## config.mk

```make
export PLATFORM = sky130hd
export DESIGN_NAME = idle_gap_timer
export DESIGN_NICKNAME = d
export VERILOG_FILES = /design/src/rtl/idle_gap_pkg.sv /design/src/rtl/idle_gap_target.sv /design/src/rtl/idle_gap_arm.sv /design/src/rtl/idle_gap_counter.sv /design/src/rtl/idle_gap_timer.sv
export SDC_FILE = /design/constraint.sdc
export NUM_CORES = 1
export LEC_CHECK = 0
export ABC_AREA = 1
export BUFFER_PORTS_ARGS = -buffer_cell sky130_fd_sc_hd__buf_2
export CAP_MARGIN = 15
export CORE_ASPECT_RATIO = 0.9
export CORE_UTILIZATION = 30
export DETAILED_ROUTE_END_ITERATION = 12
export SYNTH_ARGS = -nofsm -noshare
export SYNTH_HDL_FRONTEND = slang
export SYNTH_SLANG_ARGS = --single-unit
```

## constraint.sdc

```tcl
create_clock -name clk -period 4.1 [get_ports clk]
set_clock_uncertainty 0.15 [all_clocks]
set_input_delay 0.205 -clock clk [delete_from_list [all_inputs] [get_ports clk]]
set_output_delay 0.205 -clock clk [all_outputs]
set_load 0.05 [all_outputs]
```

## src/rtl/idle_gap_pkg.sv

```systemverilog
package idle_gap_pkg;

  typedef enum logic [1:0] {
    GAP_OFF   = 2'd0,
    GAP_COUNT = 2'd1,
    GAP_READY = 2'd2
  } gap_state_e;

  function automatic int unsigned max2(input int unsigned a, input int unsigned b);
    return (a > b) ? a : b;
  endfunction

endpackage

```

## src/rtl/idle_gap_target.sv

```systemverilog
module idle_gap_target #(
  parameter int unsigned SEL_W          = 3,
  parameter int unsigned CNT_W          = 4,
  parameter int unsigned RETRY_HALVES   = 6,
  parameter int unsigned NEWINIT_HALVES = 10,
  parameter int unsigned NEXT_HALVES    = 14
) (
  input  logic [SEL_W-1:0] gap_sel,
  input  logic             retry_flag,
  input  logic             new_init,
  output logic [CNT_W-1:0] halves
);

  logic [SEL_W:0] doubled;

  assign doubled = {gap_sel, 1'b0};

  always_comb begin
    if (gap_sel != '0) begin
      halves = CNT_W'(doubled - (SEL_W+1)'(1));
    end else if (retry_flag) begin
      halves = CNT_W'(RETRY_HALVES);
    end else if (new_init) begin
      halves = CNT_W'(NEWINIT_HALVES);
    end else begin
      halves = CNT_W'(NEXT_HALVES);
    end
  end

  always_comb begin
    if (gap_sel != '0) begin
      a_r2_odd_halves: assert (halves[0] == 1'b1);
    end
  end

endmodule

```

## src/rtl/idle_gap_arm.sv

```systemverilog
module idle_gap_arm (
  input  logic clk,
  input  logic rst_n,
  input  logic enable,
  input  logic auto_start,
  input  logic som_req,
  input  logic eom_flag,
  input  logic tx_end,
  input  logic rx_end,
  output logic arm,
  output logic sole_byte
);

  logic frame_end;

  assign frame_end = tx_end | rx_end;
  assign arm       = enable & (auto_start ? frame_end : som_req);

  always_ff @(posedge clk or negedge rst_n) begin
    if (!rst_n) begin
      sole_byte <= 1'b0;
    end else if (!enable) begin
      sole_byte <= 1'b0;
    end else if (som_req) begin
      sole_byte <= eom_flag;
    end
  end

  a_r10_sole_follows_marker: assert property (@(posedge clk) disable iff (!rst_n)
    (enable && som_req) |=> (sole_byte == $past(eom_flag)));

endmodule

```

## src/rtl/idle_gap_counter.sv

```systemverilog
module idle_gap_counter
  import idle_gap_pkg::*;
#(
  parameter int unsigned CNT_W = 4
) (
  input  logic             clk,
  input  logic             rst_n,
  input  logic             enable,
  input  logic             arm,
  input  logic [CNT_W-1:0] target,
  input  logic             half_tick,
  input  logic             bus_idle,
  output logic             may_start
);

  gap_state_e       state;
  logic [CNT_W-1:0] cnt;
  logic [CNT_W-1:0] tgt_q;
  logic [CNT_W-1:0] cnt_nx;

  assign cnt_nx    = cnt + CNT_W'(1);
  assign may_start = (state == GAP_READY);

  always_ff @(posedge clk or negedge rst_n) begin
    if (!rst_n) begin
      state <= GAP_OFF;
      cnt   <= '0;
      tgt_q <= '0;
    end else if (!enable) begin
      state <= GAP_OFF;
      cnt   <= '0;
    end else if (arm) begin
      state <= GAP_COUNT;
      cnt   <= '0;
      tgt_q <= target;
    end else if (state != GAP_OFF && !bus_idle) begin
      state <= GAP_COUNT;
      cnt   <= '0;
    end else if (state == GAP_COUNT && half_tick) begin
      if (cnt_nx >= tgt_q) begin
        state <= GAP_READY;
        cnt   <= '0;
      end else begin
        cnt <= cnt_nx;
      end
    end
  end

  a_r2_count_bounded: assert property (@(posedge clk) disable iff (!rst_n)
    (state == GAP_COUNT) |-> (cnt < tgt_q));

  a_r2_rise_on_tick: assert property (@(posedge clk) disable iff (!rst_n)
    $rose(may_start) |-> $past(half_tick && bus_idle));

  a_r6_bus_low_drops: assert property (@(posedge clk) disable iff (!rst_n)
    (enable && !bus_idle) |=> !may_start);

  a_r7_arm_restarts: assert property (@(posedge clk) disable iff (!rst_n)
    arm |=> (!may_start && cnt == '0));

  a_r8_disable_clears: assert property (@(posedge clk) disable iff (!rst_n)
    !enable |=> (!may_start && cnt == '0));

endmodule

```

## src/rtl/idle_gap_timer.sv

```systemverilog
module idle_gap_timer
  import idle_gap_pkg::*;
#(
  parameter int unsigned SEL_W          = 3,
  parameter int unsigned RETRY_HALVES   = 6,
  parameter int unsigned NEWINIT_HALVES = 10,
  parameter int unsigned NEXT_HALVES    = 14
) (
  input  logic             clk,
  input  logic             rst_n,
  input  logic             enable,
  input  logic             half_tick,
  input  logic [SEL_W-1:0] gap_sel,
  input  logic             auto_start,
  input  logic             som_req,
  input  logic             eom_flag,
  input  logic             tx_end,
  input  logic             rx_end,
  input  logic             retry_flag,
  input  logic             new_init,
  input  logic             bus_idle,
  output logic             may_start,
  output logic             sole_byte
);

  localparam int unsigned SEL_MAX_HALVES = 2 * ((1 << SEL_W) - 1) - 1;
  localparam int unsigned DEF_MAX_HALVES =
    max2(RETRY_HALVES, max2(NEWINIT_HALVES, NEXT_HALVES));
  localparam int unsigned MAX_HALVES = max2(SEL_MAX_HALVES, DEF_MAX_HALVES);
  localparam int unsigned CNT_W      = $clog2(MAX_HALVES + 1);

  logic [CNT_W-1:0] target;
  logic             arm;

  idle_gap_target #(
    .SEL_W         (SEL_W),
    .CNT_W         (CNT_W),
    .RETRY_HALVES  (RETRY_HALVES),
    .NEWINIT_HALVES(NEWINIT_HALVES),
    .NEXT_HALVES   (NEXT_HALVES)
  ) u_target (
    .gap_sel   (gap_sel),
    .retry_flag(retry_flag),
    .new_init  (new_init),
    .halves    (target)
  );

  idle_gap_arm u_arm (
    .clk       (clk),
    .rst_n     (rst_n),
    .enable    (enable),
    .auto_start(auto_start),
    .som_req   (som_req),
    .eom_flag  (eom_flag),
    .tx_end    (tx_end),
    .rx_end    (rx_end),
    .arm       (arm),
    .sole_byte (sole_byte)
  );

  idle_gap_counter #(
    .CNT_W(CNT_W)
  ) u_counter (
    .clk      (clk),
    .rst_n    (rst_n),
    .enable   (enable),
    .arm      (arm),
    .target   (target),
    .half_tick(half_tick),
    .bus_idle (bus_idle),
    .may_start(may_start)
  );

  a_r1_reset_quiet: assert property (@(posedge clk)
    !rst_n |=> (!may_start && !sole_byte));

endmodule

```

=== Word level (Yosys, flattened, before mapping) ===
Index checks and enable logic that the tools add are counted.

* Register bits: 11
* Logic and storage cells: 37

* $add $sub $neg: 2
* $lt $le $gt $ge: 1
* Eq/ne operators: 5
* Mux-type cells: 16
* Bitwise gates (word level): 2
* Reduce and logical (&&, ||, !) cells: 7

{| class="wikitable"
|+ Operators by type and width
! operator !! count
|-
| $mux W4 || 7
|-
| $mux W2 || 5
|-
| $ne A4 B1 Y1 const B || 2
|-
| $add A4 B1 Y4 const B || 1
|-
| $ge A4 B4 Y1 || 1
|-
| $reduce_and A2 Y1 || 2
|-
| $sub A4 B1 Y4 const B || 1
|-
| $mux W1 || 3
|-
| $mux W3 || 1
|-
| $reduce_bool A3 Y1 || 1
|-
| $eq A2 B1 Y1 const B || 1
|-
| $eq A2 B2 Y1 const B || 1
|-
| $logic_and A1 B1 Y1 || 2
|-
| $ne A2 B1 Y1 const B || 1
|-
| $reduce_bool A2 Y1 || 1
|-
| $and A1 B1 Y1 || 1
|-
| $logic_not A1 Y1 || 1
|-
| $or A1 B1 Y1 || 1
|}

=== Longest topological paths before layout ===
* Depth in word-level cells: 7
* Mapped depth: 10
* Gate-level depth less buffers: 10

=== By module ===
A second synthesis with hierarchy kept.

* Cells, all modules: 98
* Area, all modules: 735.7 um^2

{| class="wikitable"
|+ By module, submodules not included
! module !! instances !! cells each !! area an instance (um^2) !! sequential area each (um^2)
|-
| idle_gap_counter || 1 || 69 || 583.1 || 250.2
|-
| idle_gap_target || 1 || 19 || 91.3 || 0.0
|-
| idle_gap_arm || 1 || 10 || 61.3 || 25.0
|}

=== Least setup slack after synthesis ===
Ideal clock, no wire load.

* Path kind: reg-to-reg
* From: reg u_counter.cnt[0]
* To: reg u_counter.state[1]
* Library setup time: 0.066 ns
* Data arrival time: 1.604 ns
* Data required time: 3.884 ns
* Setup slack: 2.281 ns
* Cell stages (with the launch flop): 11
* Clock period less this slack: 1.819 ns
* Path through: dfrtp_1 -> ha_1 -> xor2_1 -> ha_1 -> nand2_1 -> inv_1 -> nand2_1 -> nand4_1 -> o21bai_1 -> nand2_1 -> nand2_1

* Longest elaborated chain between the ends: 4

{| class="wikitable"
|+ Ends and longest elaborated chain
! what !! RTL line !! source
|-
| start: declaration || idle_gap_counter.sv:17 || <nowiki>logic [CNT_W-1:0] cnt;</nowiki>
|-
| start signal: assignment || idle_gap_counter.sv:44 || <nowiki>cnt <= cnt_nx;</nowiki>
|-
| $add A4 B1 Y4 || idle_gap_counter.sv:21 || <nowiki>assign cnt_nx = cnt + CNT_W'(1);</nowiki>
|-
| $ge A4 B4 Y1 || idle_gap_counter.sv:40 || <nowiki>if (cnt_nx >= tgt_q) begin</nowiki>
|-
| $ne A4 B1 Y1 (no line) || -- ||
|-
| $reduce_and A2 Y1 (no line) || -- ||
|-
| end signal: assignment || idle_gap_counter.sv:26 || <nowiki>state <= GAP_OFF;</nowiki>
|-
| end signal: assignment || idle_gap_counter.sv:30 || <nowiki>state <= GAP_OFF;</nowiki>
|-
| end signal: assignment || idle_gap_counter.sv:41 || <nowiki>state <= GAP_READY;</nowiki>
|-
| end: declaration || idle_gap_counter.sv:16 || <nowiki>gap_state_e state;</nowiki>
|}

No other way between the ends.
A chain may end at the register's enable or synchronous reset.

=== Final worst setup path ===
* From: reg u_counter.cnt[0]
* To: reg u_counter.cnt[1]

* Longest elaborated chain between the ends: 7

{| class="wikitable"
|+ Ends and longest elaborated chain
! what !! RTL line !! source
|-
| $add A4 B1 Y4 (*) || idle_gap_counter.sv:21 ||
|-
| $ge A4 B4 Y1 || idle_gap_counter.sv:40 ||
|-
| $mux W4 (*) || idle_gap_counter.sv:40 ||
|-
| $mux W4 (*) || idle_gap_counter.sv:39 || <nowiki>end else if (state == GAP_COUNT && half_tick) begin</nowiki>
|-
| $mux W4 (*) || idle_gap_counter.sv:36 || <nowiki>end else if (state != GAP_OFF && !bus_idle) begin</nowiki>
|-
| $mux W4 (*) || idle_gap_counter.sv:32 || <nowiki>end else if (arm) begin</nowiki>
|-
| $mux W4 (*) || idle_gap_counter.sv:29 || <nowiki>end else if (!enable) begin</nowiki>
|}

Every way passes the cells marked *; elsewhere a longest branch is shown, timed or not. The select of a mux whose other input is x is not followed.

==> qor.yml <==
status:
  status: "finished clean"
floorplanning:
  core_area_mm2: 0.00224
  die_w_um: 54.2
  row_count: 16
  die_y_um: 49.0
  io_pins: 17
  die_area_mm2: 0.00266
  initial_core_util_pct: 32.9
setup_path:
  ff2ff_setup_slack_ns: 2.10
  arrival_ns: 2.06
  r2r_start: "u_counter.cnt[0]$_DFFE_PN0P_"
  ff2ff_path_depth: 10
  rr_endpoint: "u_counter.cnt[1]$_DFFE_PN0P_"
  cp_max_fo: 5
  cp-end-kind: "flip-flop"
  critPathLaunchType: "flip-flop"
  critPathRequiredTime_ns: 4.16
  crit_type: "reg -> reg"
global_routing:
  grt_pass1_wl_um: 2280
  grt_pass1_vias: 546
  grt_max_degree: 12
  antenna_found_initial: 0
  grt_usage_pct: 11.8
  grt-ovfl-total: 0
yosys:
  yosys_warnings: 0
  yosysMostFrequentCell: "nand2_1"
  async_flop_share_pct: 100
  synth.area.top_cells: "dfrtp_1, nand2_1, ha_1"
  synth-seq-cells: 11
  syn-num-nets: 117
  synthesis.area_um2: 737
  netlist.top_cell.by_area: "dfrtp_1"
  yosys.cell_types.count: 19
  postSynthAreaPerCell_um2: 7.76
  synth_seq_area_share_pct: 37.4
  synth_cells: 95
  synth_top_flop_cell: "dfrtp_1"
  synth_top_area_share_pct: 37.4
  synth_commonest_cells: "nand2_1, inv_1, dfrtp_1"
  synth_edf_count: 0
finish:
  drive_gt1_share_pct: 20.5
  final_nets: 140
  finalInstanceArea_um2: 897
  diodes: 0
  areaGrowthSynthToFinish_pct: 21.7
sta:
  maxSlewViolCount: 0
  worst-slew-pin-transition_ns: 0.361
  timing.hold.ws_ns: 0.0150
  max_slew_margin_pct: 75.9
  finalCritPeriodShare_pct: 48.7
  setup_violations: 0
  finalSetupTns_ns: 0
  rsz0062_at_grt: "no"
  layout_min_cycle_time_ns: 2.00
  finalHoldViolCount: 0
  fmax_mhz: 501
flow_run:
  timing.max_cap.violations: 0
cts:
  h-tree-depth: 1
  clock_sinks: 11
  cts_root_buffer: "clkbuf_4"
  post_cts_buffers: 0
  clk-insertion-delay-late_ns: 0.27
  clock_path_buffers: 2
  numCtsBuffers: 3
  cts_tree: "built"
  clk_pin_slew_worst_paths_ns: 0.07
routing:
  dr_total_vias: 648
  drc: 0
  ant_nets: 0
  drtIter0Drc: 16
  wl_per_cell_um: 9.08
  vias_per_cell: 4.50
  drt_first_pass_iters: 5
  drt-total-wl_um: 1310
placed_design:
  post-dp-hpwl_um: 1080
  numPortBuffers: 16
  place_area_um2: 851
  place_congestion: 0.813
pwr:
  vdd_drop_max_v: 0.000128
  powerDensity_mw_per_mm2: 302
  p_leak_nw: 0.522
worst_hold_path:
  hp-class: "in -> reg"
  min_from: "eom_flag"
  holdPathStages: 3
  whs_endpoint: "u_arm.sole_byte$_DFFE_PN0P_"
cell usage in the layout, fill, tap and decap left out, drive strengths merged:
| cell type | n |
|---|---|
| nand2 | 26 |
| inv | 18 |
| buf | 16 |
| dfrtp | 11 |
| o21ai | 8 |
| nand3 | 7 |
| ha | 7 |
| nor2 | 7 |
| clkbuf | 4 |
| a21oi | 3 |
| xnor2 | 2 |
| nand4 | 2 |
| dlygate4sd3 | 2 |
| o21bai | 2 |
| xor2 | 1 |
| or2 | 1 |
cell type report:
cell class	count	area, um^2
Inverter	18	67.6
Timing Repair Buffer	18	100
Multi-Input combinational cell	66	394
Fill cell	246	1350
Tap cell	27	33.8
Clock buffer	4	26.3
Sequential cell	11	275
critical path: stages (launching register included):
cell and delay, ns:
dfrtp_1 0.43, ha_1 0.23, xor2_1 0.21, ha_1 0.26, nand2_1 0.06, inv_1 0.04
nand2_1 0.05, nand4_1 0.16, nor2_2 0.19, nand3_1 0.09, nand2_1 0.06
metal layers:
metal / track usage (%) / vias to the layer above / routed length (um)
met2: 15.9 / 17 / 568
li1: - / 343 / -
met4: 7.69 / 0 / 30
met1: 16.3 / 284 / 653
met3: 2.80 / 4 / 56
met5: 0 / - / 0
sequential cells by signal, indices dropped and copies added (netlist names):
signal / flops
u_counter.state: 2
u_arm.sole_byte: 1
u_counter.cnt: 4
u_counter.tgt_q: 4
repair_timing:
item,CTS,global route
resized for setup,0,0
hold buffers,2,0
endpoints found under the hold margin,12,0
worst max-delay path by stage:
stage / start / end / slack (ns) / cells after the start
after floorplan: u_counter.cnt[0]$_DFFE_PN0P_ / u_counter.state[1]$_DFFE_PN0P_ / 2.28 / 10
after global placement: u_counter.cnt[0]$_DFFE_PN0P_ / u_counter.state[0]$_DFFE_PN0P_ / 2.18 / 10
after detailed placement: u_counter.cnt[0]$_DFFE_PN0P_ / u_counter.cnt[3]$_DFFE_PN0P_ / 2.11 / 10
after CTS: u_counter.cnt[0]$_DFFE_PN0P_ / u_counter.cnt[3]$_DFFE_PN0P_ / 2.10 / 10
after global routing: u_counter.cnt[0]$_DFFE_PN0P_ / u_counter.state[1]$_DFFE_PN0P_ / 1.94 / 10
final: u_counter.cnt[0]$_DFFE_PN0P_ / u_counter.cnt[1]$_DFFE_PN0P_ / 2.10 / 10
per-stage QoR:
step / total power, mW / worst slack, ns / utilization [%] / cells
CTS: 0.274 / 2.10 / 40.0 / 144
floorplan: 0.175 / 2.28 / - / 95
detailed placement: 0.195 / 2.11 / 37.9 / 138
finish: 0.271 / 2.10 / 40.0 / 144
global route: 0.289 / 1.94 / 40.0 / 144
global placement: 0.194 / 2.18 / 37.9 / 138
where the power goes:
| group | internal, mW | total [mW] | switching (mW) |
|---|---|---|---|
| Combinational | 0.0272 | 0.0706 | 0.0434 |
| Sequential | 0.118 | 0.124 | 0.00578 |
| Clock | 0.0377 | 0.0762 | 0.0385 |
cells by family (layout without fill, tap and decap cells):
| family | after synthesis | count (layout) | synth area share [%] |
|---|---|---|---|
| adder cells (fa/ha/maj) | 7 | 7 | 11.9 |
| AND/OR/NAND/NOR | 43 | 43 | 28.0 |
| flip-flops | 11 | 11 | 37.4 |
| AO/OA/AOI/OAI | 13 | 13 | 10.0 |
| XOR/XNOR | 3 | 3 | 3.57 |
| buffers and inverters | 18 | 40 | 9.17 |
(Power assumes the default switching activity.)
